[config.mk]
export PLATFORM = sky130hd
export DESIGN_NAME = ffirst_seq
export DESIGN_NICKNAME = d
export VERILOG_FILES = /design/src/rtl/ffirst_pkg.sv /design/src/rtl/ffirst_rst_sync.sv /design/src/rtl/ffirst_crtest.sv /design/src/rtl/ffirst_ctrl.sv /design/src/rtl/ffirst_seq.sv
export SDC_FILE = /design/constraint.sdc
export NUM_CORES = 1
export LEC_CHECK = 0
export BUFFER_PORTS_ARGS = -buffer_cell sky130_fd_sc_hd__buf_2
export CAP_MARGIN = 20
export CORE_MARGIN = 5
export CORE_UTILIZATION = 50
export DETAILED_ROUTE_END_ITERATION = 8
export PLACE_DENSITY = 0.85
export SYNTH_ARGS = -nofsm -noshare
export SYNTH_HDL_FRONTEND = slang
export SYNTH_SLANG_ARGS = --single-unit
export TNS_END_PERCENT = 5
[constraint.sdc]
create_clock -name clk -period 4.65 [get_ports clk]
set_clock_uncertainty 0.15 [all_clocks]
set_input_delay 1.395 -clock clk [delete_from_list [all_inputs] [get_ports clk]]
set_output_delay 1.395 -clock clk [all_outputs]
set_load 0.01 [all_outputs]
[src/rtl/ffirst_pkg.sv]
package ffirst_pkg;
  typedef enum logic { ST_IDLE = 1'b0, ST_RUN = 1'b1 } seq_state_e;

  typedef struct packed {
    logic [1:0] sel;
    logic       inv;
    logic       incl;
    logic       rc1;
    logic       rc;
    logic       rev;
  } ff_mode_t;

  localparam int unsigned CR_LT = 3;
  localparam int unsigned CR_GT = 2;
  localparam int unsigned CR_EQ = 1;
  localparam int unsigned CR_SO = 0;
endpackage

[src/rtl/ffirst_rst_sync.sv]
module ffirst_rst_sync (
  input  logic clk,
  input  logic rst_n,
  output logic rst_sync_n
);
  logic [1:0] sync_q;

  always_ff @(posedge clk or negedge rst_n) begin
    if (!rst_n) sync_q <= 2'b00;
    else        sync_q <= {sync_q[0], 1'b1};
  end

  assign rst_sync_n = sync_q[1];
endmodule

[src/rtl/ffirst_crtest.sv]
module ffirst_crtest
  import ffirst_pkg::*;
#(
  parameter int unsigned DATA_W = 16
) (
  input  logic [DATA_W-1:0] data,
  input  ff_mode_t          mode,
  output logic [3:0]        field,
  output logic              pass
);
  logic neg, zero, tbit;

  always_comb begin
    neg   = data[DATA_W-1];
    zero  = (data == '0);
    field = '0;
    field[CR_LT] = neg;
    field[CR_GT] = !neg && !zero;
    field[CR_EQ] = zero;
    field[CR_SO] = 1'b0;
    if (mode.rc1) begin
      tbit = field[CR_EQ];
    end else begin
      unique case (mode.sel)
        2'd0:    tbit = field[CR_LT];
        2'd1:    tbit = field[CR_GT];
        2'd2:    tbit = field[CR_EQ];
        default: tbit = field[CR_SO];
      endcase
    end
    pass = (tbit != mode.inv);
  end
endmodule

[src/rtl/ffirst_ctrl.sv]
module ffirst_ctrl
  import ffirst_pkg::*;
#(
  parameter int unsigned VL_W = 7
) (
  input  logic            clk,
  input  logic            rst_n,
  input  logic            start,
  input  logic [VL_W-1:0] vl_in,
  input  logic            acc,
  input  logic            pass,
  input  logic            incl,
  output logic            running,
  output logic            take_mode,
  output logic [VL_W-1:0] pos,
  output logic [VL_W-1:0] vl_cur,
  output logic            done,
  output logic [VL_W-1:0] vl_out
);
  localparam logic [VL_W-1:0] ONE = VL_W'(1);

  seq_state_e      state_q, state_d;
  logic [VL_W-1:0] pos_q, pos_d, vl_q, vl_d, out_q, out_d;
  logic            done_q, done_d, pos_ce, vl_ce, out_ce;

  always_comb begin
    state_d   = state_q;
    pos_d     = pos_q;
    vl_d      = vl_q;
    out_d     = out_q;
    done_d    = 1'b0;
    pos_ce    = 1'b0;
    vl_ce     = 1'b0;
    out_ce    = 1'b0;
    take_mode = 1'b0;
    unique case (state_q)
      ST_IDLE: begin
        if (start) begin
          take_mode = 1'b1;
          if (vl_in == '0) begin
            done_d = 1'b1;
            out_d  = '0;
            out_ce = 1'b1;
          end else begin
            state_d = ST_RUN;
            vl_d    = vl_in;
            vl_ce   = 1'b1;
            pos_d   = '0;
            pos_ce  = 1'b1;
          end
        end
      end
      default: begin
        if (acc) begin
          if (!pass) begin
            state_d = ST_IDLE;
            done_d  = 1'b1;
            out_d   = pos_q + (incl ? ONE : '0);
            out_ce  = 1'b1;
          end else if (pos_q == vl_q - ONE) begin
            state_d = ST_IDLE;
            done_d  = 1'b1;
            out_d   = vl_q;
            out_ce  = 1'b1;
          end else begin
            pos_d  = pos_q + ONE;
            pos_ce = 1'b1;
          end
        end
      end
    endcase
  end

  always_ff @(posedge clk or negedge rst_n) begin
    if (!rst_n) begin
      state_q <= ST_IDLE;
      done_q  <= 1'b0;
    end else begin
      state_q <= state_d;
      done_q  <= done_d;
    end
  end

  always_ff @(posedge clk or negedge rst_n) begin
    if (!rst_n) pos_q <= '0;
    else if (pos_ce) pos_q <= pos_d;
  end

  always_ff @(posedge clk or negedge rst_n) begin
    if (!rst_n) vl_q <= '0;
    else if (vl_ce) vl_q <= vl_d;
  end

  always_ff @(posedge clk or negedge rst_n) begin
    if (!rst_n) out_q <= '0;
    else if (out_ce) out_q <= out_d;
  end

  assign running = (state_q == ST_RUN);
  assign pos     = pos_q;
  assign vl_cur  = vl_q;
  assign done    = done_q;
  assign vl_out  = out_q;
endmodule

[src/rtl/ffirst_seq.sv]
module ffirst_seq
  import ffirst_pkg::*;
#(
  parameter int unsigned VL_W   = 7,
  parameter int unsigned DATA_W = 16
) (
  input  logic              clk,
  input  logic              rst_n,
  input  logic              start,
  input  logic [VL_W-1:0]   vl_in,
  input  logic [1:0]        mode_sel,
  input  logic              mode_inv,
  input  logic              mode_incl,
  input  logic              mode_rc1,
  input  logic              mode_rc,
  input  logic              mode_rev,
  output logic              busy,
  input  logic              elem_valid,
  input  logic [DATA_W-1:0] elem_data,
  output logic              elem_ready,
  output logic [VL_W-1:0]   elem_idx,
  output logic              cr_we,
  output logic [3:0]        cr_field,
  output logic              res_we,
  output logic              done,
  output logic [VL_W-1:0]   vl_out
);
  logic            rst_sync_n, running, take_mode, acc, pass;
  logic [VL_W-1:0] pos, vl_cur;
  ff_mode_t        mode_q, mode_in;

  ffirst_rst_sync u_rst (
    .clk        (clk),
    .rst_n      (rst_n),
    .rst_sync_n (rst_sync_n)
  );

  assign mode_in = '{sel: mode_sel, inv: mode_inv, incl: mode_incl,
                     rc1: mode_rc1, rc: mode_rc, rev: mode_rev};

  always_ff @(posedge clk or negedge rst_sync_n) begin
    if (!rst_sync_n) mode_q <= '0;
    else if (take_mode) mode_q <= mode_in;
  end

  ffirst_crtest #(.DATA_W(DATA_W)) u_test (
    .data  (elem_data),
    .mode  (mode_q),
    .field (cr_field),
    .pass  (pass)
  );

  assign acc = elem_valid && running;

  ffirst_ctrl #(.VL_W(VL_W)) u_ctrl (
    .clk       (clk),
    .rst_n     (rst_sync_n),
    .start     (start),
    .vl_in     (vl_in),
    .acc       (acc),
    .pass      (pass),
    .incl      (mode_q.incl && !mode_q.rc),
    .running   (running),
    .take_mode (take_mode),
    .pos       (pos),
    .vl_cur    (vl_cur),
    .done      (done),
    .vl_out    (vl_out)
  );

  assign busy       = running;
  assign elem_ready = running;
  assign elem_idx   = mode_q.rev ? (vl_cur - VL_W'(1) - pos) : pos;
  assign cr_we      = acc && (mode_q.rc || mode_q.rc1);
  assign res_we     = acc && pass && !mode_q.rc1;
endmodule

# After elaboration in Yosys (flattened, before gate mapping)
# Index checks and enable logic that the tools add are counted.
totals:
  reg_bits: 32
  input_bits: 34
op_classes:
  n_addsub: 4
  eq_ne: 9
  muxes: 33
  bitwise: 2
  reduce_logical: 19
ops:
  columns: ["cell", "n"]
  rows:
  - ["7-bit two-way mux", 13]
  - ["1-bit two-way mux", 19]
  - ["16-bit zero test", 1]
  - ["7-bit by 1-bit adder with 7-bit output, second input constant", 1]
  - ["7-bit adder", 1]
  - ["7-bit equality test", 1]
  - ["7-bit zero test", 1]
  - ["7-bit by 1-bit subtractor with 7-bit output, second input constant", 1]
  - ["7-bit subtractor", 1]
  - ["1-bit logical AND", 6]
  - ["2-bit inequality test, second input constant", 3]
  - ["6-bit AND reduction", 1]
  - ["5-bit AND reduction", 1]
  - ["1-bit zero test", 4]
  - ["4-bit AND reduction", 1]
  - ["2-bit nonzero test", 2]
  - ["3-bit inequality test, second input constant", 1]
  - ["1-bit one-hot mux with 3 select lines", 1]
  - ["2-bit by 1-bit equality test with 1-bit output, second input constant", 1]
  - ["2-bit equality test, second input constant", 1]
  - ["2-bit zero test", 1]
  - ["2-bit by 1-bit inequality test with 1-bit output, second input constant", 1]
  - ["1-bit inverter", 2]
  - ["1-bit logical OR", 1]
  - ["1-bit inequality test", 1]

# Logic depth before layout (Yosys ltp)
# Gate-level depths: netlist of run 1.
depth:
  word_depth: 10
  ltp_mapped: 12
  mapped_depth_nobuf: 11

# Modules after synthesis
# Synthesis of run 1 repeated with hierarchy kept, for this count alone.
hier_totals:
  hier_cells: 261
  hier_area_um2: 2357.3
by_module_without_submodules:
  columns: ["module", "seq_area_each_um2", "instances", "area_per_inst_um2", "cells_per_inst"]
  rows:
  - ["ffirst_ctrl", 575.6, 1, 1481.4, 164]
  - ["ffirst_seq", 175.2, 1, 706.9, 76]
  - ["ffirst_crtest", 0.0, 1, 115.1, 18]
  - ["ffirst_rst_sync", 50.0, 1, 53.8, 3]

# Worst setup path before layout of run 1
# No wires, ideal clock.
synth_path:
  path_kind: "input to output"
  start: "in elem_data[2]"
  end: "out res_we"
  arrival_ns: 2.885
  slack_ns: 0.220
  stages: 7
  cell_sequence: "nor4_1 and4_1 a21oi_1 a311oi_2 buf_2 buf_2 nor3_1"
synth_via:
  elab_chain_cells: 8
synth_rtl:
  columns: ["item", "line_no", "source"]
  rows:
  - ["from (decl)", "ffirst_seq.sv:19", "input logic [DATA_W-1:0] elem_data,"]
  - ["16-bit zero test *", "ffirst_crtest.sv:15", "zero = (data == '0);"]
  - ["net u_test.zero", "ffirst_crtest.sv:11", "logic neg, zero, tbit;"]
  - ["1-bit zero test", "ffirst_crtest.sv:18", "field[CR_GT] = !neg && !zero;"]
  - ["1-bit logical AND", "ffirst_crtest.sv:18", null]
  - ["1-bit one-hot mux with 3 select lines", "ffirst_crtest.sv:24", "unique case (mode.sel)"]
  - ["1-bit two-way mux *", "ffirst_crtest.sv:21", "if (mode.rc1) begin"]
  - ["1-bit inequality test *", "ffirst_crtest.sv:31", "pass = (tbit != mode.inv);"]
  - ["1-bit logical AND * (2 in a row)", "ffirst_seq.sv:75", "assign res_we = acc && pass && !mode_q.rc1;"]
  - ["to (decl)", "ffirst_seq.sv:24", "output logic res_we,"]
# Mark *: on every way through the listed nets, which the timed path passes. The rest lies on a longest branch.

# Worst setup path after layout of run 1
layout_path:
  start: "reg u_ctrl.vl_q[0], in the netlist u_ctrl.vl_cur[0]"
  end: "out elem_idx[6]"
layout_via:
  elab_chain_cells: 3
layout_rtl:
  columns: ["item", "line_no", "source"]
  rows:
  - ["from (decl)", "ffirst_ctrl.sv:23", "logic [VL_W-1:0] pos_q, pos_d, vl_q, vl_d, out_q, out_d;"]
  - ["from (signal assigned)", "ffirst_ctrl.sv:91", "else if (vl_ce) vl_q <= vl_d;"]
  - ["7-bit by 1-bit subtractor with 7-bit output", "ffirst_seq.sv:73", "assign elem_idx = mode_q.rev ? (vl_cur - VL_W'(1) - pos) : pos;"]
  - ["7-bit subtractor", "ffirst_seq.sv:73", null]
  - ["7-bit two-way mux", "ffirst_seq.sv:73", null]
  - ["to (decl)", "ffirst_seq.sv:21", "output logic [VL_W-1:0] elem_idx,"]
# Every way passes these cells.

==> impl_metrics.toml, run 1 <==
[layout]
antenna_cells = 0
final_cells = 345
layout.cells.most_common = "buf_2"
fillers = 380
drive_above_1_share_pct = 29.01
final_util_pct = 59.98
nets = 337
synthToLayoutAreaGrowth_pct = 17.85
final_cell_mix = "55 x buf_2, 44 x nand2_1, 32 x dfrtp_1"

[synth]
synth_area_leaders = "dfrtp_1 36%, nand2_1 7.5%, ha_1 5.7%"
ys.flop_type = "dfrtp_1"
synthArstFlopShare_pct = 100.0
post-synth-top-area-cell = "dfrtp_1"
ys_seq_area_share_pct = 36.38
syn_area_mm2 = 0.002201
syn_area_per_cell_um2 = 9.094
netlist_instances = 242
synth_edf_count = 0
synth.distinct_cells = 46
yosys_warnings = 0
ys_seq_elements = 32
syn_nets = 287
synthDominantCellAreaShare_pct = 36.38

[setup_path]
r2r_slack_ns = 1.73
cp-startpoint = "u_ctrl.vl_cur[0]"
reg2reg_from = "u_ctrl.vl_cur[0]"
cp.required_ns = 3.11
cp-endpoint = "elem_idx[6]"
cp.arrival_ns = 2.82
crit_fanout = 4
end_kind = "primary output"
r2r_end = "u_ctrl.pos[6]"
reg2regPathDepth = 9
start_kind = "flip-flop"
worstSetupPathType = "flip-flop to primary output"

[detailed_routing]
route.detailed.drc = 0
drt_first_iter_violations = 108
first_pass_iters = 4
post_drt_wl_per_cell_um = 13.91
num_vias = 1881
vias_per_cell = 5.452
wl_um = 4798
ant_nets = 0

[pwr]
leakage_uw = 0.001191
finalPower_uw = 1720
ir_worst_vdd_uv = 500.9
power_density_mw_per_mm2 = 663.2

[placed_design]
portBuffers = 55
gp_congestion = 0.8440
dp_cells = 337
hpwl_um = 3660

[floorplanning]
die_w_um = 76.35
initial_core_util_pct = 50.90
core-area_mm2 = 0.004324
boundaryPins = 57
dieArea_mm2 = 0.005829
num_rows = 24
die_h_um = 76.35

[sta]
fmax_mhz = 229.1
final.setup.tns_ns = 0
layout_min_cycle_time_ns = 4.366
drv_slew = 0
hold_viol = 0
worst_slew_pin_slew_ns = 0.6070
rsz0062_at_grt = "no"
slew_headroom_pct = 59.45
setup_violations = 0
fin_crit_sh_pct = 93.89

[clock_network]
path_clk_slew_ns = 0.07
cts_hold_buf = 0
htree_levels = 2
post_cts_buffers = 0
clk_latency_ns = 0.29
cts_inserted_buffers = 5
clk_path_buf_depth = 2
cts_tree = "built"
cts_root_buf = "clkbuf_8"
cts-resized-gates = 0
cts.sinks = 32

[global_route]
grt_pass1_wl_um = 8238
antenna_found_initial = 0
gr-total-overflow = 0
use_met3_pct = 4.019
grt_use_met1_pct = 22.06
busiest_layer = "met2"
grt_pass1_vias = 1831
met2_usage_pct = 27.48
grt_max_degree = 31
track_usage_pct = 16.93

[status]
outcome = "complete, no violations"

[flow_run]
max_cap_viol_count = 0

[min_path]
min_path_type = "flip-flop to asynchronous set/reset pin"
==> synthesized netlist by cell type (5+ instances only) <==
cell type   n
nand2_1    44
dfrtp_1    32
inv_1      19
o21ai_0    11
ha_1       10
nand3_1    10
nor2_1     10
xnor2_1     9
mux2i_1     8
mux2_2      7
nor3_1      7
nor4_1      7
o221ai_2    7
clkbuf_1    5
==> sequential cells by signal (all words and copies together), names as in the netlist <==
signal / cells
u_ctrl.running: 1
mode_q: 7
u_ctrl.vl_cur: 7
u_ctrl.pos: 7
u_ctrl.done: 1
u_rst.sync_q: 2
u_ctrl.vl_out: 7
==> critical path: stages, from the launching register on <==
cell and delay, ns:
dfrtp_1 0.44, inv_1 0.10, ha_1 0.19, or3b_4 0.42, xnor2_1 0.20, ha_1 0.29
o21ai_0 0.11, o21bai_1 0.09, a21oi_1 0.19, xnor2_1 0.13, nand2_1 0.08, xnor2_1 0.14
buf_2 0.14
==> how the worst min path moves through the flow <==
stage	from	endpoint	slack, ns	cells past startpoint
after floorplan	u_rst.sync_q[0]	u_rst.sync_q[1]	0.18	0
after global placement	u_rst.sync_q[1]	mode_q[1]	0.11	1
after detailed placement	u_rst.sync_q[1]	mode_q[1]	0.12	1
after CTS	u_rst.sync_q[1]	mode_q[5]	0.12	1
after global routing	u_rst.sync_q[1]	mode_q[3]	0.16	1
final	u_rst.sync_q[1]	mode_q[1]	0.11	1
==> logic make-up (layout without fill, tap and decap cells) <==
logic type,count (synthesis),after routing,synth area share [%]
other,2,2,0.3412
adder cells (fa/ha/maj),11,11,6.595
multiplexers,15,15,7.220
flip-flops,32,32,36.38
AND/OR/NAND/NOR,102,102,23.59
buffers and inverters,34,85,7.618
XOR/XNOR,14,14,6.197
AO/OA/AOI/OAI,32,32,12.05
==> metrics by stage <==
stage | instance area (um2) | setup WS, ns | hold slack (ns)
after floorplan | 2201 | 0.2203 | 0.1812
after global placement | 2467 | 0.4997 | 0.1055
after detailed placement | 2467 | 0.4755 | 0.1191
after CTS | 2594 | 0.2851 | 0.1229
after global routing | 2594 | 0.1463 | 0.1604
final | 2594 | 0.2841 | 0.1094
==> per-layer routing <==
metal	share of wire [%]	routed length [um]	vias to the layer above
li1	-	-	934
met1	43	2050	870
met2	48	2311	68
met3	7.1	342	9
met4	2.0	94	0
met5	0	0	-
==> cell type report <==
| type | instances | area [um2] | share of cell area [%] |
|---|---|---|---|
| Timing Repair Buffer | 58 | 297.8 | 11.48 |
| Sequential cell | 32 | 800.8 | 30.87 |
| Inverter | 19 | 71.32 | 2.750 |
| Clock inverter | 1 | 30.03 | 1.158 |
| Clock buffer | 7 | 96.34 | 3.714 |
| Tap cell | 52 | 65.06 | 2.508 |
| Multi-Input combinational cell | 176 | 1232 | 47.52 |
==> where the power goes <==
group	internal [uW]	switching [uW]
clock	189	106
sequential	365	128
combinational	417	515
total	972	748
No activity file was read; power rests on OpenSTA's default activity.
==> inputs of run 2 (changes only) <==
--- a/config.mk
+++ b/config.mk
@@ -10,8 +10,9 @@
 export CORE_MARGIN = 5
 export CORE_UTILIZATION = 50
 export DETAILED_ROUTE_END_ITERATION = 8
-export PLACE_DENSITY = 0.85
+export PLACE_DENSITY = 0.84
 export SYNTH_ARGS = -nofsm -noshare
 export SYNTH_HDL_FRONTEND = slang
+export SYNTH_HIERARCHICAL = 1
 export SYNTH_SLANG_ARGS = --single-unit
 export TNS_END_PERCENT = 5
==> impl_metrics.toml, run 2 <==
[floorplanning]
boundaryPins = 57
dieArea_mm2 = 0.006187
num_rows = 25
die_h_um = 78.66
die_w_um = 78.66
core-area_mm2 = 0.004661
initial_core_util_pct = 50.58

[setup_path]
r2r_slack_ns = 1.54
worstSetupPathType = "input port to primary output"
end_kind = "primary output"
cp.arrival_ns = 2.90
reg2reg_from = "u_ctrl/vl_cur[0]"
start_kind = "input port"
cp.required_ns = 3.11
r2r_end = "u_ctrl/vl_out[6]"
reg2regPathDepth = 8
crit_fanout = 5

[detailed_routing]
ant_nets = 0
drt_first_iter_violations = 178
first_pass_iters = 4
wl_um = 5377
post_drt_wl_per_cell_um = 14.73
route.detailed.drc = 0
num_vias = 2075
vias_per_cell = 5.685

[global_route]
grt_pass1_vias = 2002
gr-total-overflow = 0
grt_max_degree = 22
antenna_found_initial = 0
grt_pass1_wl_um = 9108
track_usage_pct = 18.26

[sta]
final.setup.tns_ns = 0
fin_crit_sh_pct = 95.52
worst_slew_pin_slew_ns = 0.5707
drv_slew = 0
hold_slack_ns = -0.007215
hold_viol = 7
slew_headroom_pct = 61.89
fmax_mhz = 225.1
rsz0062_at_grt = "no"
setup_violations = 0
layout_min_cycle_time_ns = 4.442

[layout]
design_area_mm2 = 0.002736
final_cell_mix = "55 x buf_2, 41 x nand2_1, 32 x dfrtp_1"
antenna_cells = 0
synthToLayoutAreaGrowth_pct = 16.08
drive_above_1_share_pct = 27.33
nets = 356
layout.cells.most_common = "buf_2"

[clock_network]
path_clk_slew_ns = 0.07
clk_latency_ns = 0.28
cts.sinks = 32
cts_tree = "built"
clk_path_buf_depth = 2
post_cts_buffers = 0
htree_levels = 2
cts_inserted_buffers = 5
cts_root_buf = "clkbuf_8"

[placed_design]
portBuffers = 55
placed_area_mm2 = 0.002639
hpwl_um = 4137
gp_congestion = 0.8865

[synth]
ys_seq_area_share_pct = 33.97
syn_area_mm2 = 0.002357
yosys_warnings = 6
synthArstFlopShare_pct = 100.0
netlist_instances = 261
synth.most_common_cell = "nand2_1"
post-synth-top-area-cell = "dfrtp_1"
synth.distinct_cells = 60
syn_area_per_cell_um2 = 9.032
ys.flop_type = "dfrtp_1"
yosys-top-cells-count = "41 x nand2_1, 32 x dfrtp_1, 17 x inv_1"
ys_seq_elements = 32
syn_nets = 306
synthDominantCellAreaShare_pct = 33.97
synth_area_leaders = "dfrtp_1 34%, nand2_1 6.5%, ha_1 5.3%"
synth_edf_count = 0

[status]
outcome = "finished with violations"
violations = "negative hold slack"

[pwr]
leakage_uw = 0.001294
power_density_mw_per_mm2 = 618.7
ir_worst_vdd_uv = 350.7

[flow_run]
max_cap_viol_count = 0

[min_path]
min_path_type = "flip-flop to asynchronous set/reset pin"
run 2: logic make-up after synthesis:
| kind of cell | share of synthesized area, % |
|---|---|
| buf+inv | 6.263 |
| mux | 7.325 |
| other cells | 0.3186 |
| compound gates | 17.84 |
| xor+xnor | 5.945 |
| flops | 33.97 |
| fa+ha+maj | 6.157 |
| simple gates | 22.19 |
run 2: power by group:
part	switching (uW)	total [uW]	internal [uW]
Clock	94.1	226	132
Combinational	480	915	435
Sequential	179	553	374
run 2: worst max-delay path, cell delays in order:
cell,delay (ns)
buf_2,0.09
nor4_1,0.28
and4_2,0.31
a22oi_1,0.10
o211ai_2,0.15
xor2_1,0.18
nor3b_1,0.21
buf_2,0.17
run 2: cell type report:
type | count | area (um2)
inverters | 17 | 63.81
clock buffers | 7 | 96.34
repair buffers | 58 | 297.8
fillers | 394 | 1924
well taps | 54 | 67.56
flip-flops and latches | 32 | 800.8
multi-input cells | 197 | 1410
run 2: metal layers:
layer | track usage (%) | part of all wire, % | up-vias
li1 | - | - | 1024
met1 | 23.74 | 44 | 965
met2 | 29.03 | 47 | 77
met3 | 3.211 | 6.7 | 9
met4 | 9.266 | 2.2 | 0
met5 | 0 | 0 | -
run 2: worst max path at each step:
stage                     depth (start not counted)      to          start
after CTS                                         8  res_we   elem_data[4]
after global placement                            8  res_we  elem_data[11]
after floorplan                                   7  res_we   elem_data[4]
final                                             8  res_we   elem_data[4]
after global routing                              8  res_we   elem_data[4]
after detailed placement                          8  res_we   elem_data[4]
run 2: stage by stage:
stage	instances	worst slack, ns	util [%]	total power (uW)
2_1_floorplan	261	0.4259	-	1216
3_3_place_gp	358	0.2735	56.62	1434
3_5_place_dp	358	0.1915	56.62	1466
4_1_cts	365	0.1851	58.68	1700
5_1_grt	365	0.02104	58.71	1835
6_report	365	0.2083	58.71	1693
run 2: repair_timing:
item,4_1_cts,5_1_grt
endpoints found under the setup margin,0,1
hold buffers,0,0
resized for setup,0,1
